==> src/rtl/multi_xfer_pkg.sv <==
package multi_xfer_pkg;

  typedef enum logic [1:0] {
    ST_IDLE,
    ST_XFER,
    ST_FIN,
    ST_STALL
  } seqState_t;

  // control-to-datapath strobes
  typedef struct packed {
    logic load;   // capture a new command
    logic step;   // retire the current register, advance address
  } dpCtl_t;

endpackage

==> src/rtl/multi_xfer_dp.sv <==
module multi_xfer_dp
  import multi_xfer_pkg::*;
#(
  parameter int NREGS      = 16,
  parameter int XLEN       = 32,
  parameter int WORD_BYTES = 4,
  localparam int IDXW      = $clog2(NREGS),
  localparam int CNTW      = $clog2(NREGS + 1)
) (
  input  logic             clk,
  input  logic             rstN,
  input  dpCtl_t           ctl,
  input  logic [NREGS-1:0] regList,
  input  logic [XLEN-1:0]  baseVal,
  input  logic             addUp,
  input  logic             preIdx,
  output logic [IDXW-1:0]  curReg,
  output logic [XLEN-1:0]  curAddr,
  output logic [XLEN-1:0]  wbVal,
  output logic             lastOne
);

  logic [NREGS-1:0] remList;
  logic [NREGS-1:0] lowBit;
  logic [NREGS-1:0] remNext;
  logic [CNTW-1:0]  regCnt;
  logic [XLEN-1:0]  span;
  logic [XLEN-1:0]  startAddr;
  logic [XLEN-1:0]  wbNext;
  logic [XLEN-1:0]  addrReg;
  logic [XLEN-1:0]  wbReg;

  localparam logic [XLEN-1:0] STEP_B = XLEN'(WORD_BYTES);

  // population count of the incoming mask
  always_comb begin
    regCnt = '0;
    for (int i = 0; i < NREGS; i++) regCnt = regCnt + CNTW'(regList[i]);
  end

  always_comb begin
    span = XLEN'(regCnt) * STEP_B;
    if (addUp) begin
      startAddr = preIdx ? baseVal + STEP_B : baseVal;
      wbNext    = baseVal + span;
    end else begin
      startAddr = preIdx ? baseVal - span : baseVal - span + STEP_B;
      wbNext    = baseVal - span;
    end
  end

  // lowest remaining register
  always_comb begin
    curReg = '0;
    for (int i = NREGS - 1; i >= 0; i--) begin
      if (remList[i]) curReg = IDXW'(i);
    end
  end

  assign lowBit  = remList & (~remList + NREGS'(1));
  assign remNext = remList & ~lowBit;
  assign lastOne = (remNext == '0);

  always_ff @(posedge clk) begin
    if (!rstN) begin
      remList <= '0;
      addrReg <= '0;
      wbReg   <= '0;
    end else if (ctl.load) begin
      remList <= regList;
      addrReg <= startAddr;
      wbReg   <= wbNext;
    end else if (ctl.step) begin
      remList <= remNext;
      addrReg <= addrReg + STEP_B;
    end
  end

  assign curAddr = addrReg;
  assign wbVal   = wbReg;


  step_nonempty_chk: assert property (@(posedge clk) disable iff (!rstN)
    ctl.step |-> (remList != '0));


  step_shrinks_chk: assert property (@(posedge clk) disable iff (!rstN)
    (ctl.step && !ctl.load) |=> ($countones(remList) == $countones($past(remList)) - 1));

endmodule

==> src/rtl/multi_xfer_ctrl.sv <==
module multi_xfer_ctrl
  import multi_xfer_pkg::*;
#(
  parameter int NREGS   = 16,
  localparam int IDXW   = $clog2(NREGS),
  localparam int PC_IDX = NREGS - 1
) (
  input  logic            clk,
  input  logic            rstN,
  input  logic            start,
  input  logic            isLoad,
  input  logic            wrBack,
  input  logic            sBit,
  input  logic            privileged,
  input  logic [IDXW-1:0] baseIdx,
  input  logic            pcInList,
  input  logic            listEmpty,
  input  logic            lastOne,
  input  logic [IDXW-1:0] curReg,
  output dpCtl_t          ctl,
  output logic            busy,
  output logic            done,
  output logic            xferValid,
  output logic            xferUserBank,
  output logic            xferLoad,
  output logic            statusRestore,
  output logic            wbValid,
  output logic [IDXW-1:0] wbIdx,
  output logic            illegalS,
  output logic            illegalBase,
  output logic            wbConflict,
  output logic            bankStall
);

  seqState_t state, stateNext;

  logic accept;
  logic userBankC, restoreC, badBaseC;
  logic loadR, wrBackR, userBankR, restoreR;
  logic illSR, illBaseR, conflictR, stallPendR;
  logic [IDXW-1:0] wbIdxR;

  assign accept    = start && (state == ST_IDLE);
  assign badBaseC  = (baseIdx == IDXW'(PC_IDX));
  assign userBankC = sBit && privileged && !(isLoad && pcInList);
  assign restoreC  = sBit && privileged && isLoad && pcInList;

  always_comb begin
    stateNext = state;
    unique case (state)
      ST_IDLE:  if (accept) stateNext = (badBaseC || listEmpty) ? ST_FIN : ST_XFER;
      ST_XFER:  if (lastOne) stateNext = ST_FIN;
      ST_FIN:   stateNext = stallPendR ? ST_STALL : ST_IDLE;
      ST_STALL: stateNext = ST_IDLE;
      default:  stateNext = ST_IDLE;
    endcase
  end

  always_ff @(posedge clk) begin
    if (!rstN) begin
      state      <= ST_IDLE;
      loadR      <= 1'b0;
      wrBackR    <= 1'b0;
      userBankR  <= 1'b0;
      restoreR   <= 1'b0;
      illSR      <= 1'b0;
      illBaseR   <= 1'b0;
      conflictR  <= 1'b0;
      stallPendR <= 1'b0;
      wbIdxR     <= '0;
    end else begin
      state <= stateNext;
      if (accept) begin
        loadR      <= isLoad;
        wrBackR    <= wrBack;
        userBankR  <= userBankC;
        restoreR   <= restoreC;
        illSR      <= sBit && !privileged;
        illBaseR   <= badBaseC;
        conflictR  <= wrBack && userBankC && !badBaseC;
        stallPendR <= userBankC && isLoad && !listEmpty && !badBaseC;
        wbIdxR     <= baseIdx;
      end
    end
  end

  assign ctl.load      = accept;
  assign ctl.step      = (state == ST_XFER);

  assign busy          = (state != ST_IDLE);
  assign xferValid     = (state == ST_XFER);
  assign xferUserBank  = xferValid && userBankR;
  assign xferLoad      = xferValid && loadR;
  assign statusRestore = xferValid && restoreR && (curReg == IDXW'(PC_IDX));
  assign done          = (state == ST_FIN);
  assign wbValid       = done && wrBackR && !conflictR && !illBaseR;
  assign wbIdx         = wbIdxR;
  assign illegalS      = done && illSR;
  assign illegalBase   = done && illBaseR;
  assign wbConflict    = done && conflictR;
  assign bankStall     = (state == ST_STALL);


  restore_sync_chk: assert property (@(posedge clk) disable iff (!rstN)
    statusRestore |-> (xferValid && xferLoad && !xferUserBank));


  conflict_nowb_chk: assert property (@(posedge clk) disable iff (!rstN)
    wbConflict |-> (done && !wbValid));


  stall_after_done_chk: assert property (@(posedge clk) disable iff (!rstN)
    bankStall |-> ($past(done) && busy));


  badbase_direct_chk: assert property (@(posedge clk) disable iff (!rstN)
    illegalBase |-> ($past(state) == ST_IDLE));


  busy_hold_chk: assert property (@(posedge clk) disable iff (!rstN)
    (busy && start) |=> $stable(wbIdx));


  done_pulse_chk: assert property (@(posedge clk) disable iff (!rstN)
    done |=> !done);

endmodule

==> src/rtl/multi_xfer_seq.sv <==
module multi_xfer_seq
  import multi_xfer_pkg::*;
#(
  parameter int NREGS      = 16,
  parameter int XLEN       = 32,
  parameter int WORD_BYTES = 4,
  localparam int IDXW      = $clog2(NREGS)
) (
  input  logic             clk,
  input  logic             rstN,
  input  logic             start,
  input  logic [NREGS-1:0] regList,
  input  logic [IDXW-1:0]  baseIdx,
  input  logic [XLEN-1:0]  baseVal,
  input  logic             isLoad,
  input  logic             addUp,
  input  logic             preIdx,
  input  logic             wrBack,
  input  logic             sBit,
  input  logic             privileged,
  output logic             busy,
  output logic             done,
  output logic             xferValid,
  output logic [XLEN-1:0]  xferAddr,
  output logic [IDXW-1:0]  xferReg,
  output logic             xferUserBank,
  output logic             xferLoad,
  output logic             statusRestore,
  output logic             wbValid,
  output logic [IDXW-1:0]  wbIdx,
  output logic [XLEN-1:0]  wbVal,
  output logic             illegalS,
  output logic             illegalBase,
  output logic             wbConflict,
  output logic             bankStall
);

  dpCtl_t          dpCtl;
  logic            lastOne;
  logic [IDXW-1:0] curReg;

  multi_xfer_ctrl #(.NREGS(NREGS)) uCtrl (
    .clk(clk), .rstN(rstN), .start(start), .isLoad(isLoad), .wrBack(wrBack),
    .sBit(sBit), .privileged(privileged), .baseIdx(baseIdx),
    .pcInList(regList[NREGS-1]), .listEmpty(regList == '0),
    .lastOne(lastOne), .curReg(curReg), .ctl(dpCtl),
    .busy(busy), .done(done), .xferValid(xferValid), .xferUserBank(xferUserBank),
    .xferLoad(xferLoad), .statusRestore(statusRestore), .wbValid(wbValid),
    .wbIdx(wbIdx), .illegalS(illegalS), .illegalBase(illegalBase),
    .wbConflict(wbConflict), .bankStall(bankStall)
  );

  multi_xfer_dp #(.NREGS(NREGS), .XLEN(XLEN), .WORD_BYTES(WORD_BYTES)) uDp (
    .clk(clk), .rstN(rstN), .ctl(dpCtl), .regList(regList), .baseVal(baseVal),
    .addUp(addUp), .preIdx(preIdx), .curReg(curReg), .curAddr(xferAddr),
    .wbVal(wbVal), .lastOne(lastOne)
  );

  assign xferReg = curReg;

endmodule

==> config.mk <==
export PLATFORM = sky130hd
export DESIGN_NAME = multi_xfer_seq
export DESIGN_NICKNAME = d
export VERILOG_FILES = /design/src/rtl/multi_xfer_pkg.sv /design/src/rtl/multi_xfer_dp.sv /design/src/rtl/multi_xfer_ctrl.sv /design/src/rtl/multi_xfer_seq.sv
export SDC_FILE = /design/constraint.sdc
export NUM_CORES = 1
export LEC_CHECK = 0
export BUFFER_PORTS_ARGS = -buffer_cell sky130_fd_sc_hd__buf_4
export CORE_MARGIN = 2
export CORE_UTILIZATION = 52
export CTS_CLUSTER_DIAMETER = 30
export DETAILED_ROUTE_END_ITERATION = 6
export GPL_TIMING_DRIVEN = 0
export MAX_ROUTING_LAYER = met4
export PLACE_DENSITY_LB_ADDON = 0.05
export SLEW_MARGIN = 10
export SYNTH_ARGS = -nofsm -noshare
export SYNTH_HDL_FRONTEND = slang
export SYNTH_SLANG_ARGS = --single-unit
==> constraint.sdc <==
create_clock -name clk -period 7.4 [get_ports clk]
set_clock_uncertainty 0.2 [all_clocks]
set_input_delay 1.11 -clock clk [delete_from_list [all_inputs] [get_ports clk]]
set_output_delay 1.11 -clock clk [all_outputs]
set_load 0.1 [all_outputs]
==> results of run 1 <==
-- cells by family after synthesis --
logic type,after synthesis,synth area share
adder cells (fa/ha/maj),36,0.06488
flip-flops,94,0.2291
multiplexers,15,0.02010
buffers and inverters,127,0.06046
AO/OA/AOI/OAI,258,0.2080
XOR/XNOR,106,0.1153
AND/OR/NAND/NOR,473,0.3022
-- cells in the mapped netlist (all sizes together), types with 4 or more instances --
library cell,instances,area (um2)
xnor2,64,579.3
clkbuf,57,214.0
o21bai,8,60.06
o32ai,5,43.79
o22ai,8,50.05
buf,21,98.84
nor3,33,191.4
mux2i,12,120.1
or3,13,81.33
nand2b,7,46.30
and4,7,61.31
nor2b,32,200.2
nand3,50,265.3
o21ai,64,320.3
and2,23,143.9
ha,21,262.8
a21oi,52,260.3
nor2,78,295.3
nand2,144,540.5
a31oi,10,62.56
a21boi,21,157.7
fa,12,240.2
a22oi,14,105.1
nor4,17,142.6
o221ai,4,35.03
o211a,5,50.05
and3,12,75.07
nand4,32,230.2
a211o,4,35.03
dfxtp,94,1882
xor2,42,367.9
inv,48,180.2
a211oi,12,90.09
or4,9,78.82
nor4b,4,35.03
o211ai,17,127.6
or2,4,25.02
-- report_power, final --
group / internal, uW / leakage, uW / switching (uW)
clock: 240 / 0.000144 / 243
combinational: 607 / 0.00303 / 1360
sequential: 572 / 0.000774 / 66.2
total: 1420 / 0.00394 / 1670
-- per-layer routing --
metal	share of wire	track usage
met5	0	-
met4	0.037	0.1341
met3	0.083	0.03977
met2	0.44	0.5467
met1	0.44	0.5046
-- flip-flops by register name (all words and copies together), names as in the netlist --
| signal | cells |
|---|---|
| uCtrl.conflictR | 1 |
| uCtrl.loadR | 1 |
| uCtrl.wbIdx | 4 |
| uDp.wbVal | 32 |
| uDp.remList | 16 |
| uCtrl.userBankR | 1 |
| uCtrl.restoreR | 1 |
| uCtrl.illBaseR | 1 |
| uCtrl.state | 2 |
| uDp.curAddr | 32 |
| uCtrl.stallPendR | 1 |
| uCtrl.illSR | 1 |
| uCtrl.wrBackR | 1 |
-- layout by cell type, fill, tap and decap left out, types with 13 or more instances in the layout --
master	count
buf_4	147
nand2_1	144
dfxtp_1	94
nor2_1	75
xnor2_1	61
clkbuf_1	57
o21ai_0	57
a21oi_1	52
nand3_1	47
inv_1	44
xor2_1	40
nor2b_1	32
nand4_1	30
nor3_1	28
and2_1	23
a21boi_0	21
ha_1	18
o211ai_1	17
a22oi_1	14
or3_1	13
-- area by class of cell --
type	instances	area share
Inverter	49	0.01864
Clock inverter	7	0.007161
Tap cell	211	0.02605
Sequential cell	94	0.1857
Clock buffer	9	0.02222
Timing Repair Buffer	148	0.1111
Buffer	78	0.03247
Multi-Input combinational cell	888	0.5966
-- worst min-delay path by stage --
stage          cells past startpoint  slack [ns]                        from                    endpoint
4_1_cts                            2        0.26  uDp.wbVal[30]$_SDFFE_PN0P_  uDp.wbVal[30]$_SDFFE_PN0P_
3_3_place_gp                       2        0.25  uDp.wbVal[30]$_SDFFE_PN0P_  uDp.wbVal[30]$_SDFFE_PN0P_
6_report                           2        0.26  uDp.wbVal[30]$_SDFFE_PN0P_  uDp.wbVal[30]$_SDFFE_PN0P_
3_5_place_dp                       2        0.25  uDp.wbVal[30]$_SDFFE_PN0P_  uDp.wbVal[30]$_SDFFE_PN0P_
2_1_floorplan                      2        0.24    uCtrl.illSR$_SDFFE_PN0P_    uCtrl.illSR$_SDFFE_PN0P_
5_1_grt                            2        0.28  uDp.wbVal[30]$_SDFFE_PN0P_  uDp.wbVal[30]$_SDFFE_PN0P_
-- through the flow --
step           cell area [um2]  worst slack [ns]  cells
6_report                 10130           0.08730   1484
3_3_place_gp              9440           -0.7324   1448
5_1_grt                  10130          -0.09010   1484
4_1_cts                   9847         0.0002593   1471
2_1_floorplan             8215           0.05143   1109
3_5_place_dp              9440           -0.8234   1448
-- worst min-delay path, cell delays in order, from the launching register on --
cell and delay, ns:
dfxtp_1 0.32, nand3_1 0.06, o21ai_1 0.05
-- repair_timing --
item,4_1_cts,5_1_grt
endpoints found under the setup margin,20,22
cloned,0,0
buffers inserted,7,13
pin swaps,8,12
hold endpoints to repair,0,0
gates resized for setup,12,42
==> flow_metrics.py, run 1 <==
metrics = {
    "route": {
        "viasPerCell": 5.995,
        "dr.pass1.iters": 5,
        "antenna_left": 0,
        "remaining_drc_errors": 0,
        "vias": 8896,
        "totalWireLength_um": 29910,
        "drtIter0Drc": 868,
        "wire_per_inst_um": 20.16,
    },
    "power_and_ir_drop": {
        "total_power_uw": 3086,
        "powerDensity_nw_per_um2": 304.6,
        "leakage_uw": 0.003944,
        "ir_drop_mv": 0.4494,
    },
    "worst_setup_path": {
        "r2r_start": "uDp.curAddr[2]$_SDFFE_PN0P_",
        "cp-start-kind": "input port",
        "regToRegSetupSlack_ns": 4.57,
        "crit_fanout": 8,
        "path_class": "in -> reg",
        "cpPeakStageDelay_ns": 0.58,
        "cp_slowest_cell": "or4_4",
        "rr_worst_depth": 9,
        "crit_buf_inv": 6,
        "timing.rr.end": "uDp.curAddr[24]$_SDFFE_PN0P_",
        "endpoint": "uDp.curAddr[24]$_SDFFE_PN0P_",
        "cp_top_family": "adder cells",
        "worstPathArrival_ns": 7.37,
        "cp_cell_sequence": "buf_8 -> inv_4 -> ha_4 -> inv_2 -> fa_1 -> fa_2 -> fa_2 -> fa_1 -> fa_2 -> fa_2 -> nor2b_1 -> o21a_2 -> ha_4 -> buf_8 -> or4_4 -> a31o_1 -> a222oi_1 -> buf_4 -> and4_1 -> buf_6 -> nand3_4 -> or3_1 -> a31oi_2 -> nor2b_1",
        "crit_start": "regList[1]",
        "end_kind": "register",
        "worstPathRequired_ns": 7.46,
        "cp_common_cell": "fa_2",
        "crit_cells": 24,
    },
    "cts": {
        "clk_pin_slew_ns": 0.08,
        "cts.sinks": 94,
        "cts_tree": "done",
        "clk_path_buf_depth": 2,
        "root_buffer": "clkbuf_16",
        "cts-hold-fix-buffers": 0,
        "htreeDepth": 3,
        "clock_latency_ns": 0.35,
        "cts_buffers": 9,
    },
    "finish": {
        "post-route-util": 0.6617,
        "multi_input_area_um2": 6046,
        "fillers": 1413,
        "syn_to_final_growth_pct": 23.35,
        "drive_above_1_share": 0.1830,
        "n_antenna_cell": 0,
        "seq_area_um2": 1882,
        "layout.nets": 1362,
    },
    "grt": {
        "grt_max_degree": 20,
        "antenna_found_initial": 0,
        "grt_pass1_vias": 8144,
        "grt_pass1_wl_um": 45440,
        "grt_usage": 0.3631,
        "grt-ovfl-total": 0,
    },
    "timing": {
        "slew_headroom": 0.3511,
        "hold_violations": 0,
        "max_slew.worst_pin.slew_ns": 0.9645,
        "max_freq_ghz": 0.1367,
        "period_share": 0.9882,
        "finalMaxSlewViolations": 0,
        "finalSetupTns_ns": 0,
        "post-route-min-period_ns": 7.313,
        "rsz0062_at_grt": "yes",
        "hold_slack_ns": 0.2579,
        "final-setup-viol-count": 0,
    },
    "floorplanning": {
        "io_pins": 144,
        "die_h_um": 129.7,
        "start_util": 0.5364,
        "core.rowCount": 45,
        "die_w_um": 129.7,
        "die_area_um2": 16820,
        "coreArea_um2": 15310,
    },
    "yosys": {
        "avgSynthCellArea_um2": 7.408,
        "synth.distinct_cells": 84,
        "synth_nets": 1203,
        "yosysSeqAreaShare": 0.2291,
        "netlist_instances": 1109,
        "synth_ff_type": "dfxtp_1",
        "yosysWarnings": 0,
        "async_flop_share": 0,
        "syn_area_um2": 8215,
        "synth-edff-count": 0,
        "ys_seq_elements": 94,
    },
    "place": {
        "hpwl_um": 23240,
        "gp_congestion": 1.005,
        "portBuffers": 128,
    },
    "flow_run": {
        "drv_cap": 0,
    },
    "status": {
        "status": "complete, no violations",
    },
    "min_path": {
        "hp-class": "reg -> reg",
    },
}
Power figures use the tool's default switching activity.
==> run 2: changes to the inputs <==
Settings changed: ABC_CLOCK_PERIOD_IN_PS set to 7400, CTS_BUF_LIST set to sky130_fd_sc_hd__clkbuf_4 sky130_fd_sc_hd__clkbuf_8 sky130_fd_sc_hd__clkbuf_16, MAX_ROUTING_LAYER met4 to unset.
==> flow_metrics.py, run 2 (synthesis results as in run 1) <==
metrics = {
    "floorplanning": {
        "io_pins": 144,
        "start_util": 0.5364,
        "coreArea_um2": 15310,
        "die_h_um": 129.7,
        "die_w_um": 129.7,
        "core.rowCount": 45,
        "die_area_um2": 16820,
    },
    "finish": {
        "drive_above_1_share": 0.1830,
        "n_antenna_cell": 0,
        "layout.nets": 1362,
        "syn_to_final_growth_pct": 23.30,
        "final_cell_mix": "buf_4 (147), nand2_1 (142), dfxtp_1 (94)",
        "fillers": 1415,
        "post-route-util": 0.6614,
        "multi_input_area_um2": 6053,
        "seq_area_um2": 1882,
        "final_common_cell": "buf_4",
    },
    "timing": {
        "max_freq_ghz": 0.1367,
        "post-route-min-period_ns": 7.315,
        "finalSetupTns_ns": 0,
        "final-setup-viol-count": 0,
        "finalMaxSlewViolations": 0,
        "rsz0062_at_grt": "yes",
        "max_slew.worst_pin.slew_ns": 0.8737,
        "slew_headroom": 0.4175,
        "period_share": 0.9885,
        "hold_violations": 0,
    },
    "worst_setup_path": {
        "worstPathRequired_ns": 7.45,
        "cp-start-kind": "input port",
        "cp_slowest_cell": "fa_2",
        "path_class": "in -> reg",
        "rr_worst_depth": 9,
        "crit_fanout": 7,
        "r2r_start": "uDp.curAddr[2]$_SDFFE_PN0P_",
        "regToRegSetupSlack_ns": 4.49,
        "worstPathArrival_ns": 7.36,
        "timing.rr.end": "uDp.curAddr[24]$_SDFFE_PN0P_",
        "cp_cell_sequence": "buf_8 -> inv_2 -> ha_4 -> inv_2 -> fa_1 -> fa_2 -> fa_2 -> fa_1 -> fa_2 -> fa_2 -> inv_4 -> fa_2 -> or4_4 -> nor2_4 -> o31ai_1 -> a222oi_1 -> buf_4 -> and4_1 -> buf_6 -> nand3_4 -> or3_1 -> a31oi_1 -> nor2b_1",
        "cp_common_cell": "fa_2",
        "end_kind": "register",
        "cpPeakStageDelay_ns": 0.61,
    },
    "route": {
        "viasPerCell": 6.048,
        "totalWireLength_um": 30080,
        "vias": 8975,
        "antenna_left": 0,
        "wire_per_inst_um": 20.27,
        "remaining_drc_errors": 0,
        "drtIter0Drc": 973,
        "dr.pass1.iters": 6,
    },
    "cts": {
        "clk_pin_slew_ns": 0.08,
        "htreeDepth": 3,
        "clock_latency_ns": 0.36,
        "root_buffer": "clkbuf_16",
        "cts.sinks": 94,
        "clk_path_buf_depth": 2,
        "cts_buffers": 9,
        "cts_tree": "done",
    },
    "place": {
        "gp_congestion": 0.9972,
        "portBuffers": 128,
        "hpwl_um": 23150,
    },
    "power_and_ir_drop": {
        "ir_drop_mv": 0.4257,
        "powerDensity_nw_per_um2": 309.2,
        "leakage_uw": 0.003941,
        "total_power_uw": 3132,
    },
    "grt": {
        "grt_pass1_vias": 7978,
        "antenna_found_initial": 0,
        "grt-ovfl-total": 0,
        "grt_usage": 0.3501,
        "grt_pass1_wl_um": 45150,
        "grt_max_degree": 20,
    },
    "flow_run": {
        "drv_cap": 0,
    },
    "status": {
        "status": "complete, no violations",
    },
    "min_path": {
        "worstHoldEndpoint": "uDp.wbVal[30]$_SDFFE_PN0P_",
        "min_path_cells": 2,
        "hp-class": "reg -> reg",
        "hp-start": "uDp.wbVal[30]$_SDFFE_PN0P_",
    },
}
-- run 2: area by class of cell --
type | count | area share
Timing Repair Buffer | 148 | 0.1108
Sequential cell | 94 | 0.1858
Clock inverter | 7 | 0.007411
Inverter | 49 | 0.01840
Clock buffer | 9 | 0.02223
Multi-Input combinational cell | 888 | 0.5976
Tap cell | 211 | 0.02606
Buffer | 78 | 0.03174
-- run 2: timing repair --
action,in CTS,in global routing
hold buffers,0,0
pin swaps,7,9
setup endpoints to repair,20,19
gates resized for setup,13,38
endpoints found under the hold margin,0,0
setup buffers,6,14
-- run 2: layer usage --
layer | vias to the layer above | part of all wire | track usage
met2 | 452 | 0.45 | 0.5491
li1 | 4259 | - | -
met4 | 0 | 0.030 | 0.1145
met1 | 4199 | 0.44 | 0.5020
met5 | - | 0 | 0
met3 | 65 | 0.082 | 0.04182
-- run 2: stage by stage --
stage	instances	area [um2]	hold slack [ns]	setup slack, ns
after floorplan	1109	8215	0.2363	0.05143
after global placement	1448	9440	0.2473	-0.7575
after detailed placement	1448	9440	0.2509	-0.8359
after CTS	1470	9848	0.2624	0.02018
after global routing	1484	10130	0.2910	-0.04529
final	1484	10130	0.2611	0.08540
-- run 2: worst max path at each step --
| stage | slack (ns) | from | to | cells after the start |
|---|---|---|---|---|
| final | 0.09 | regList[1] | uDp.curAddr[24]$_SDFFE_PN0P_ | 23 |
| after global routing | -0.05 | regList[1] | uDp.curAddr[24]$_SDFFE_PN0P_ | 25 |
| after CTS | 0.02 | regList[1] | uDp.curAddr[24]$_SDFFE_PN0P_ | 25 |
| after detailed placement | -0.84 | regList[1] | uDp.curAddr[24]$_SDFFE_PN0P_ | 24 |
| after global placement | -0.76 | regList[1] | uDp.curAddr[24]$_SDFFE_PN0P_ | 23 |
| after floorplan | 0.05 | regList[0] | uDp.curAddr[24]$_SDFFE_PN0P_ | 22 |
-- run 2: worst max-delay path: cells and delay by family --
kind	cells	cell delay [ns]
fa+ha+maj	8	3.60
buf+inv	6	0.54
compound gates	3	0.63
simple gates	6	1.45
-- run 2: report_power, final --
group          leakage, uW  switching [uW]  internal [uW]
Clock             0.000145             242            240
Combinational      0.00302            1370            639
Sequential        0.000774            66.9            572
Total              0.00394            1680           1450
